==> config.mk <==
export PLATFORM = sky130hd
export DESIGN_NAME = exc_ctrl
export DESIGN_NICKNAME = d
export VERILOG_FILES = /design/src/rtl/exc_pkg.sv /design/src/rtl/exc_elig.sv /design/src/rtl/exc_prio.sv /design/src/rtl/exc_route.sv /design/src/rtl/exc_ctrl.sv
export SDC_FILE = /design/constraint.sdc
export NUM_CORES = 1
export LEC_CHECK = 0
export BUFFER_PORTS_ARGS = -buffer_cell sky130_fd_sc_hd__buf_2
export CORE_MARGIN = 8
export CORE_UTILIZATION = 50
export DETAILED_ROUTE_END_ITERATION = 7
export PLACE_DENSITY_LB_ADDON = 0.08
export REMOVE_ABC_BUFFERS = 1
export SLEW_MARGIN = 20
export SYNTH_ARGS = -nofsm -noshare
export SYNTH_HDL_FRONTEND = slang
export SYNTH_SLANG_ARGS = --single-unit
==> constraint.sdc <==
create_clock -name clk -period 2.03 [get_ports clk]
set_input_delay 0.406 -clock clk [delete_from_list [all_inputs] [get_ports clk]]
set_output_delay 0.406 -clock clk [all_outputs]
set_load 0.005 [all_outputs]
==> src/rtl/exc_pkg.sv <==
`timescale 1ns/1ps
package exc_pkg;
    localparam int NEV = 7;
    localparam int CW  = 3;

    // priority index = cause code
    localparam logic [CW-1:0] CAUSE_RESET = 3'd0;
    localparam logic [CW-1:0] CAUSE_ADDR  = 3'd1;
    localparam logic [CW-1:0] CAUSE_RSVD  = 3'd2;
    localparam logic [CW-1:0] CAUSE_FPU   = 3'd3;
    localparam logic [CW-1:0] CAUSE_TRAP  = 3'd4;
    localparam logic [CW-1:0] CAUSE_SBRK  = 3'd5;
    localparam logic [CW-1:0] CAUSE_EXT   = 3'd6;
    localparam logic [CW-1:0] CAUSE_RET   = 3'd7;

    typedef struct packed {
        logic sm;
        logic ie;
        logic c;
    } flags_t;
endpackage

==> src/rtl/exc_elig.sv <==
`timescale 1ns/1ps
// Qualifies each raw request with the pipeline point at which it may be taken.
module exc_elig
    import exc_pkg::*;
#(
    parameter int N = NEV
) (
    input  logic [N-1:0] req_i,
    input  logic         exec_i,
    input  logic         bound_i,
    input  logic         wbound_i,
    input  logic         mcyc_i,
    input  logic         ie_i,
    output logic [N-1:0] elig_o
);
    for (genvar i = 0; i < N; i++) begin : g_q
        if (i == int'(CAUSE_RESET)) begin : g_rst
            assign elig_o[i] = req_i[i] & mcyc_i;
        end else if (i == int'(CAUSE_ADDR) || i == int'(CAUSE_RSVD)) begin : g_cancel
            assign elig_o[i] = req_i[i] & exec_i;
        end else if (i == int'(CAUSE_FPU) || i == int'(CAUSE_TRAP)) begin : g_done
            assign elig_o[i] = req_i[i] & bound_i;
        end else if (i == int'(CAUSE_SBRK)) begin : g_sbrk
            assign elig_o[i] = req_i[i] & bound_i & wbound_i;
        end else begin : g_ext
            assign elig_o[i] = req_i[i] & bound_i & wbound_i & ie_i;
        end
    end
endmodule

==> src/rtl/exc_prio.sv <==
`timescale 1ns/1ps
// Fixed-priority pick: lowest index wins.
module exc_prio
    import exc_pkg::*;
#(
    parameter int N  = NEV,
    parameter int IW = CW
) (
    input  logic [N-1:0]  elig_i,
    output logic          any_o,
    output logic [IW-1:0] idx_o
);
    always_comb begin
        any_o = |elig_i;
        idx_o = '0;
        for (int i = N - 1; i >= 0; i--) begin
            if (elig_i[i]) idx_o = IW'(i);
        end
    end
endmodule

==> src/rtl/exc_route.sv <==
`timescale 1ns/1ps
// Per-event vector, resume PC and stack-mode policy.
module exc_route
    import exc_pkg::*;
#(
    parameter int          AW        = 32,
    parameter int unsigned STEP      = 4,
    parameter int unsigned VEC_RESET = 'h00,
    parameter int unsigned VEC_ADDR  = 'h30,
    parameter int unsigned VEC_RSVD  = 'h20,
    parameter int unsigned VEC_FPU   = 'h50,
    parameter int unsigned VEC_TRAP  = 'h40,
    parameter int unsigned VEC_SBRK  = 'h10,
    parameter int unsigned VEC_EXT   = 'h80
) (
    input  logic [CW-1:0] idx_i,
    input  logic [AW-1:0] cur_pc_i,
    input  logic [AW-1:0] next_pc_i,
    output logic [AW-1:0] vec_o,
    output logic [AW-1:0] bpc_o,
    output logic          bpc_wr_o,
    output logic          sm_clr_o
);
    logic [AW-1:0] pc_step;
    assign pc_step = cur_pc_i + AW'(STEP);

    always_comb begin
        vec_o    = AW'(VEC_EXT);
        bpc_o    = next_pc_i;
        bpc_wr_o = 1'b1;
        sm_clr_o = 1'b0;
        case (idx_i)
            CAUSE_RESET: begin
                vec_o    = AW'(VEC_RESET);
                bpc_wr_o = 1'b0;
                sm_clr_o = 1'b1;
            end
            CAUSE_ADDR: begin
                vec_o = AW'(VEC_ADDR);
                bpc_o = cur_pc_i;
            end
            CAUSE_RSVD: begin
                vec_o = AW'(VEC_RSVD);
                bpc_o = cur_pc_i;
            end
            CAUSE_FPU: begin
                vec_o = AW'(VEC_FPU);
                bpc_o = pc_step;
            end
            CAUSE_TRAP: begin
                vec_o = AW'(VEC_TRAP);
                bpc_o = pc_step;
            end
            CAUSE_SBRK: begin
                vec_o    = AW'(VEC_SBRK);
                sm_clr_o = 1'b1;
            end
            default: begin
                vec_o    = AW'(VEC_EXT);
                sm_clr_o = 1'b1;
            end
        endcase
    end
endmodule

==> src/rtl/exc_ctrl.sv <==
`timescale 1ns/1ps
module exc_ctrl
    import exc_pkg::*;
#(
    parameter int          AW        = 32,
    parameter int unsigned STEP      = 4,
    parameter int unsigned VEC_RESET = 'h00,
    parameter int unsigned VEC_ADDR  = 'h30,
    parameter int unsigned VEC_RSVD  = 'h20,
    parameter int unsigned VEC_FPU   = 'h50,
    parameter int unsigned VEC_TRAP  = 'h40,
    parameter int unsigned VEC_SBRK  = 'h10,
    parameter int unsigned VEC_EXT   = 'h80
) (
    input  logic          clk,
    input  logic          rst_n,
    input  logic          ev_reset_i,
    input  logic          ev_addr_i,
    input  logic          ev_rsvd_i,
    input  logic          ev_fpu_i,
    input  logic          ev_trap_i,
    input  logic          ev_sbrk_i,
    input  logic          ev_ext_i,
    input  logic          exec_i,
    input  logic          bound_i,
    input  logic          wbound_i,
    input  logic          mcyc_i,
    input  logic [AW-1:0] cur_pc_i,
    input  logic [AW-1:0] next_pc_i,
    input  logic          rte_i,
    input  logic          psw_wr_i,
    input  logic [2:0]    psw_wdata_i,
    output logic          sm_o,
    output logic          ie_o,
    output logic          c_o,
    output logic          bsm_o,
    output logic          bie_o,
    output logic          bc_o,
    output logic [AW-1:0] bpc_o,
    output logic          redirect_o,
    output logic [AW-1:0] target_o,
    output logic [CW-1:0] cause_o
);
    typedef struct packed {
        flags_t        fl;
        flags_t        bk;
        logic [AW-1:0] bpc;
        logic          redir;
        logic [AW-1:0] tgt;
        logic [CW-1:0] cause;
    } st_t;

    st_t st_d, st_q;

    logic [NEV-1:0] req, elig;
    logic           take;
    logic [CW-1:0]  idx;
    logic [AW-1:0]  vec, bpc_new;
    logic           bpc_wr, sm_clr;

    assign req = {ev_ext_i, ev_sbrk_i, ev_trap_i, ev_fpu_i,
                  ev_rsvd_i, ev_addr_i, ev_reset_i};

    exc_elig #(.N(NEV)) u_elig (
        .req_i    (req),
        .exec_i   (exec_i),
        .bound_i  (bound_i),
        .wbound_i (wbound_i),
        .mcyc_i   (mcyc_i),
        .ie_i     (st_q.fl.ie),
        .elig_o   (elig)
    );

    exc_prio #(.N(NEV), .IW(CW)) u_prio (
        .elig_i (elig),
        .any_o  (take),
        .idx_o  (idx)
    );

    exc_route #(
        .AW(AW), .STEP(STEP),
        .VEC_RESET(VEC_RESET), .VEC_ADDR(VEC_ADDR), .VEC_RSVD(VEC_RSVD),
        .VEC_FPU(VEC_FPU), .VEC_TRAP(VEC_TRAP), .VEC_SBRK(VEC_SBRK),
        .VEC_EXT(VEC_EXT)
    ) u_route (
        .idx_i     (idx),
        .cur_pc_i  (cur_pc_i),
        .next_pc_i (next_pc_i),
        .vec_o     (vec),
        .bpc_o     (bpc_new),
        .bpc_wr_o  (bpc_wr),
        .sm_clr_o  (sm_clr)
    );

    always_comb begin
        st_d       = st_q;
        st_d.redir = 1'b0;
        if (take) begin
            st_d.bk    = st_q.fl;
            st_d.fl.ie = 1'b0;
            st_d.fl.c  = 1'b0;
            if (sm_clr) st_d.fl.sm = 1'b0;
            if (bpc_wr) st_d.bpc = bpc_new;
            st_d.redir = 1'b1;
            st_d.tgt   = vec;
            st_d.cause = idx;
        end else if (rte_i) begin
            st_d.fl    = st_q.bk;
            st_d.redir = 1'b1;
            st_d.tgt   = st_q.bpc;
            st_d.cause = CAUSE_RET;
        end else if (psw_wr_i) begin
            st_d.fl = flags_t'(psw_wdata_i);
        end
    end

    always_ff @(posedge clk or negedge rst_n) begin
        if (!rst_n) st_q <= '0;
        else        st_q <= st_d;
    end

    assign sm_o       = st_q.fl.sm;
    assign ie_o       = st_q.fl.ie;
    assign c_o        = st_q.fl.c;
    assign bsm_o      = st_q.bk.sm;
    assign bie_o      = st_q.bk.ie;
    assign bc_o       = st_q.bk.c;
    assign bpc_o      = st_q.bpc;
    assign redirect_o = st_q.redir;
    assign target_o   = st_q.tgt;
    assign cause_o    = st_q.cause;
endmodule

After elaboration in Yosys (flattened, before gate mapping)
Cells that the tools add are included.
{"block": "op_classes", "n_eq_ne": 6, "muxes": 15, "add_sub_neg": 1, "n_bitwise": 11, "reduce_logical": 9}
{"operator": "36-bit 2-to-1 mux", "n": 2}
{"operator": "32-bit one-hot mux with 2 select lines", "n": 1}
{"operator": "8-bit one-hot mux with 6 select lines", "n": 1}
{"operator": "32-bit by 3-bit adder with 32-bit output, second input constant", "n": 1}
{"operator": "3-bit 2-to-1 mux", "n": 10}
{"operator": "1-bit bitwise AND", "n": 10}
{"operator": "7-bit OR reduction", "n": 1}
{"operator": "3-bit by 2-bit == test with 1-bit output, second input constant", "n": 2}
{"operator": "3-bit == test, second input constant", "n": 2}
{"operator": "2-bit AND reduction", "n": 2}
{"operator": "2-bit OR reduction", "n": 2}
{"operator": "4-bit OR reduction", "n": 1}
{"operator": "3-bit by 1-bit == test with 1-bit output, second input constant", "n": 1}
{"operator": "3-bit logical NOT", "n": 1}
{"operator": "3-bit nonzero test", "n": 1}
{"operator": "2-bit inequality test, second input constant", "n": 1}
{"operator": "2-bit nonzero test", "n": 1}
{"operator": "1-bit 2-to-1 mux", "n": 1}
{"operator": "1-bit NOT", "n": 1}
{"block": "word_totals", "out_inout_bits": 74, "inputBits": 82, "ff_bits": 74}

Longest topological paths before layout
{"block": "depth", "word_depth": 14, "ltp_mapped": 9}

Cells and area by module
A second synthesis with hierarchy kept.
{"block": "unflattened", "hier_cells": 581, "hier_area_um2": 5268.8}
{"mod": "exc_ctrl", "area_per_inst_um2": 3221.8, "instances": 1, "cells_per_inst": 245, "seq_area_each_um2": 1851.8}
{"mod": "exc_route", "area_per_inst_um2": 1924.3, "instances": 1, "cells_per_inst": 318, "seq_area_each_um2": 0.0}
{"mod": "exc_prio", "area_per_inst_um2": 72.6, "instances": 1, "cells_per_inst": 11, "seq_area_each_um2": 0.0}
{"mod": "exc_elig", "area_per_inst_um2": 50.0, "instances": 1, "cells_per_inst": 7, "seq_area_each_um2": 0.0}

Worst setup path after synthesis
No wires, ideal clock.
{"block": "synth_path", "kind": "input-to-reg", "startpoint": "input cur_pc_i[9]", "endpoint": "register st_q, in the netlist bpc_o[23]", "t_required_ns": 1.888, "slack_ns": 0.115, "n_path_buf": 2, "cell_stages": 8, "arrival_time_ns": 1.773, "cell_sequence": "buf_2 nand4_2 and4bb_1 buf_2 nand2_1 o211a_1 a211oi_1 a31oi_1"}
{"block": "synth_between", "elab_chain_cells": 2}
{"element": "from (decl)", "line_no": "exc_ctrl.sv:28", "source": "input logic [AW-1:0] cur_pc_i,"}
{"element": "32-bit by 3-bit adder with 32-bit output", "line_no": "exc_route.sv:25", "source": "assign pc_step = cur_pc_i + AW'(STEP);"}
{"element": "32-bit one-hot mux with 2 select lines", "line_no": "exc_route.sv:32", "source": "case (idx_i)"}
{"element": "to (signal assigned)", "line_no": "exc_ctrl.sv:119", "source": "else st_q <= st_d;"}
{"element": "to (decl)", "line_no": "exc_ctrl.sv:53", "source": "st_t st_d, st_q;"}
No other way between the ends.
A chain may end at the register's enable or synchronous reset.

Worst setup path after layout
{"block": "layout_path", "startpoint": "register st_q, in the netlist ie_o", "endpoint": "register st_q, in the netlist bpc_o[8]"}
{"block": "layout_between", "elab_chain_cells": 11, "word_cells_on_any_way": 19, "classes_between": "eq/ne: 4; mux: 8; bitwise: 2; reduce/logical: 5"}
{"element": "1-bit bitwise AND *", "line_no": "exc_elig.sv:26", "source": "assign elig_o[i] = req_i[i] & bound_i & wbound_i & ie_i;"}
{"element": "3-bit 2-to-1 mux (7 in series)", "line_no": "exc_prio.sv:17", "source": "if (elig_i[i]) idx_o = IW'(i);"}
{"element": "3-bit by 2-bit == test with 1-bit output (tied with other cells)", "line_no": "exc_route.sv:32"}
{"element": "2-bit OR reduction (no line) / 1-bit NOT (equally long branches)"}
{"element": "32-bit one-hot mux with 2 select lines / 2-bit AND reduction (equally long branches)"}
Every way passes the cells marked *; elsewhere a longest branch is shown, timed or not.

==> flow_summary.ini <==
[yosys]
yosysUniqueCellTypes = 69
synth_seq_cells = 74
synth-edff-count = 0
yosys_warnings = 0
avgSynthCellArea_sq_um = 9.21
netlist_area_sq_um = 4500
ys_seq_area_share_pct = 41.1
ys.flop_type = dfrtp_1
async_flop_share_pct = 100
netlist_instances = 489

[die]
num_rows = 34
ios = 156
die_area_sq_um = 12300
die_height_um = 111
core-area_sq_um = 8720
start_util_pct = 51.6
die_w_um = 111

[hold_path]
holdCritPathClass = in2reg
min-delay-start = next_pc_i[30]

[power]
p_leak_nw = 3.01
ir_drop_mv = 0.441
powerDensity_nw_per_um2 = 698
power_frac_clock_pct = 30.9
power.internal_mw = 3.06
sw_frac_of_total_pct = 30.3
power_frac_seq_pct = 41.2
pwr-share-comb_pct = 28.0
power.switching_mw = 1.33

[detailed_routing]
vias = 4926
post-route-drc-count = 0
via_per_inst = 5.93
wire_per_inst_um = 19.0
detail-route-antenna-nets = 0
drt_iter0_drc = 283
routed_wl_um = 15700
drt-pass1-iter-count = 5

[global_route]
grt_pass1_vias = 5031
globalRouteTotalUtil_pct = 25.2
antenna_found_initial = 0
grt_overflow = 0
grt_start_max_net_pins = 43
grt_pass1_wl_um = 25700

[setup_path]
worst-path-max-fanout = 16
slowest_stage = dfrtp_1
ff2ff_setup_slack_ns = 0.05
reg2reg_depth = 7
arrival_ns = 2.24
path_cells = nand2_2 > o31ai_4 > clkdlybuf4s15_2 > a41o_1 > nor2_4 > o221ai_1 > a22oi_1
timing.rr.start = ie_o$_DFFE_PN0P_
rr_endpoint = bpc_o[8]$_DFFE_PN0P_
cp.required_ns = 2.29
critPathMaxStageDelay_ns = 0.40
critPathCapture = bpc_o[8]$_DFFE_PN0P_
startpoint = ie_o$_DFFE_PN0P_
start_kind = register
criticalPathCategory = reg2reg
end_kind = register

[clocking]
cts_sinks = 74
clk_pin_slew_ns = 0.08
clkLatencyLatePin_ns = 0.35
h-tree-depth = 3
cts_tree = yes
post_cts.repair.setup_buffers = 0
clk_path_buf_depth = 2
numCtsBuffers = 9
root_buffer = clkbuf_8

[timing]
min_period_over_period_pct = 97.4
post-route-min-period_ns = 1.98
fmax_ghz = 0.506
rsz0062_at_grt = true
maxSlewViolCount = 0
setup_viol = 0
fin_setup_tns_ns = 0
clock-skew-final_ns = 0.00886
holdWs_ns = 0.286
final_hold_viol_count = 0
tightest_slew_ns = 0.500
slew_headroom_pct = 66.4

[cells_and_area]
drive_gt1_share_pct = 40.2
final_nets = 800
areaGrowthSynthToFinish_pct = 39.8
final_core_utilization_pct = 72.2
n_antenna_cell = 0
final_cell_mix = buf_2, buf_4, dfrtp_1
layout_commonest_cell = buf_2

[job]
cap_violations = 0

[run_status]
status = completed

[place]
dpl.hpwl_um = 12300
numPortBuffers = 155
gp_congestion = 0.950
==> per-stage QoR <==
step | total power, mW | worst slack, ns | area (sq um) | cells
2_1_floorplan | 2.33 | -1.03 | 4310 | 456
3_3_place_gp | 3.02 | -0.102 | 6020 | 812
3_5_place_dp | 3.05 | -0.155 | 6020 | 812
4_1_cts | 4.40 | 0.0898 | 6270 | 829
5_1_grt | 4.61 | -0.0170 | 6290 | 830
6_report | 4.40 | 0.0519 | 6290 | 830
==> area by class of cell <==
type / count / area [sq um]
timing repair buffer: 250 / 1590
fill: 701 / 2430
inverter: 11 / 41.3
multi-input combinational: 371 / 2440
tap: 108 / 135
clock inverter: 4 / 72.6
sequential: 74 / 1850
clock buffer: 12 / 165
==> cell families after synthesis <==
group                      Yosys count  synth area share, %
AOI/OAI and AO/OA                  179                 29.1
DFF                                 74                 41.1
muxes                                8                 2.14
and+or+nand+nor                    163                 18.3
buffers and inverters               44                 5.17
xor gates and xnor gates            20                 3.89
adders and majority gates            1                0.278
==> critical path, delay by kind of cell (launching register included) <==
kind	cells	cell delay, ns
buffers and inverters	1	0.25
AOI/OAI and AO/OA	4	0.73
DFF	1	0.40
and+or+nand+nor	2	0.50
==> cells in the mapped netlist (all sizes together), types with 2 or more instances <==
cell	count	share of area (%)
o21a	5	0.83
a31oi	9	1.3
buf	26	3.7
a22oi	5	1.1
or3	2	0.28
inv	11	0.92
nor2	49	4.3
a211oi	7	1.2
mux2	3	0.75
o221ai	6	1.4
xnor2	15	2.9
and4	2	0.39
o22ai	17	2.4
o211ai	10	1.7
dfrtp	74	41
nand3b	3	0.50
a2bb2oi	5	0.97
nand2b	6	0.83
nor4	6	1.3
nand4	9	1.4
nor3	10	1.1
nand3	13	1.4
a221o	2	0.47
and3	11	1.5
a311o	2	0.44
and2	5	0.69
nor3b	2	0.33
nand2	41	3.4
mux2i	5	1.4
clkbuf	7	0.58
nand4b	2	0.39
xor2	5	0.97
o31a	2	0.39
o31ai	6	1.2
a21oi	33	3.8
o21ai	26	3.0
a22o	29	5.6
==> sequential cells by signal (all words and copies together) (netlist names) <==
signal / flops
bpc_o: 32
cause_o: 3
target_o: 32
bc_o: 1
bsm_o: 1
bie_o: 1
c_o: 1
redirect_o: 1
sm_o: 1
ie_o: 1
==> worst min path at each step <==
stage,end,slack [ns],depth (start not counted)
after detailed placement,bpc_o[29]$_DFFE_PN0P_,0.38,1
final,bpc_o[30]$_DFFE_PN0P_,0.29,3
after CTS,bpc_o[30]$_DFFE_PN0P_,0.27,3
after global routing,bpc_o[0]$_DFFE_PN0P_,0.30,3
after floorplan,bc_o$_DFFE_PN0N_,0.11,0
after global placement,target_o[31]$_DFFE_PN0P_,0.37,1
==> power by group through the flow <==
stage	combinational [mW]	clock, mW	sequential, mW
after floorplan	0.502	0	1.83
after global placement	1.20	0	1.82
after detailed placement	1.22	0	1.83
after CTS	1.23	1.37	1.81
after global routing	1.35	1.43	1.83
final	1.23	1.36	1.81
==> layer usage <==
| layer | share of wire (%) | GRT usage (%) | vias to the layer above |
|---|---|---|---|
| li1 | - | - | 2307 |
| met1 | 42 | 32.6 | 2352 |
| met2 | 48 | 41.1 | 244 |
| met3 | 7.8 | 5.09 | 23 |
| met4 | 1.7 | 8.02 | 0 |
| met5 | 0 | 0 | - |
==> what timing repair did <==
action                                  in CTS  in global routing
gates resized for setup                      0                  3
hold buffers                                 1                  0
endpoints found under the hold margin        2                  0
endpoints found under the setup margin       0                  1
Note: power is estimated with default switching activity, not from simulation.
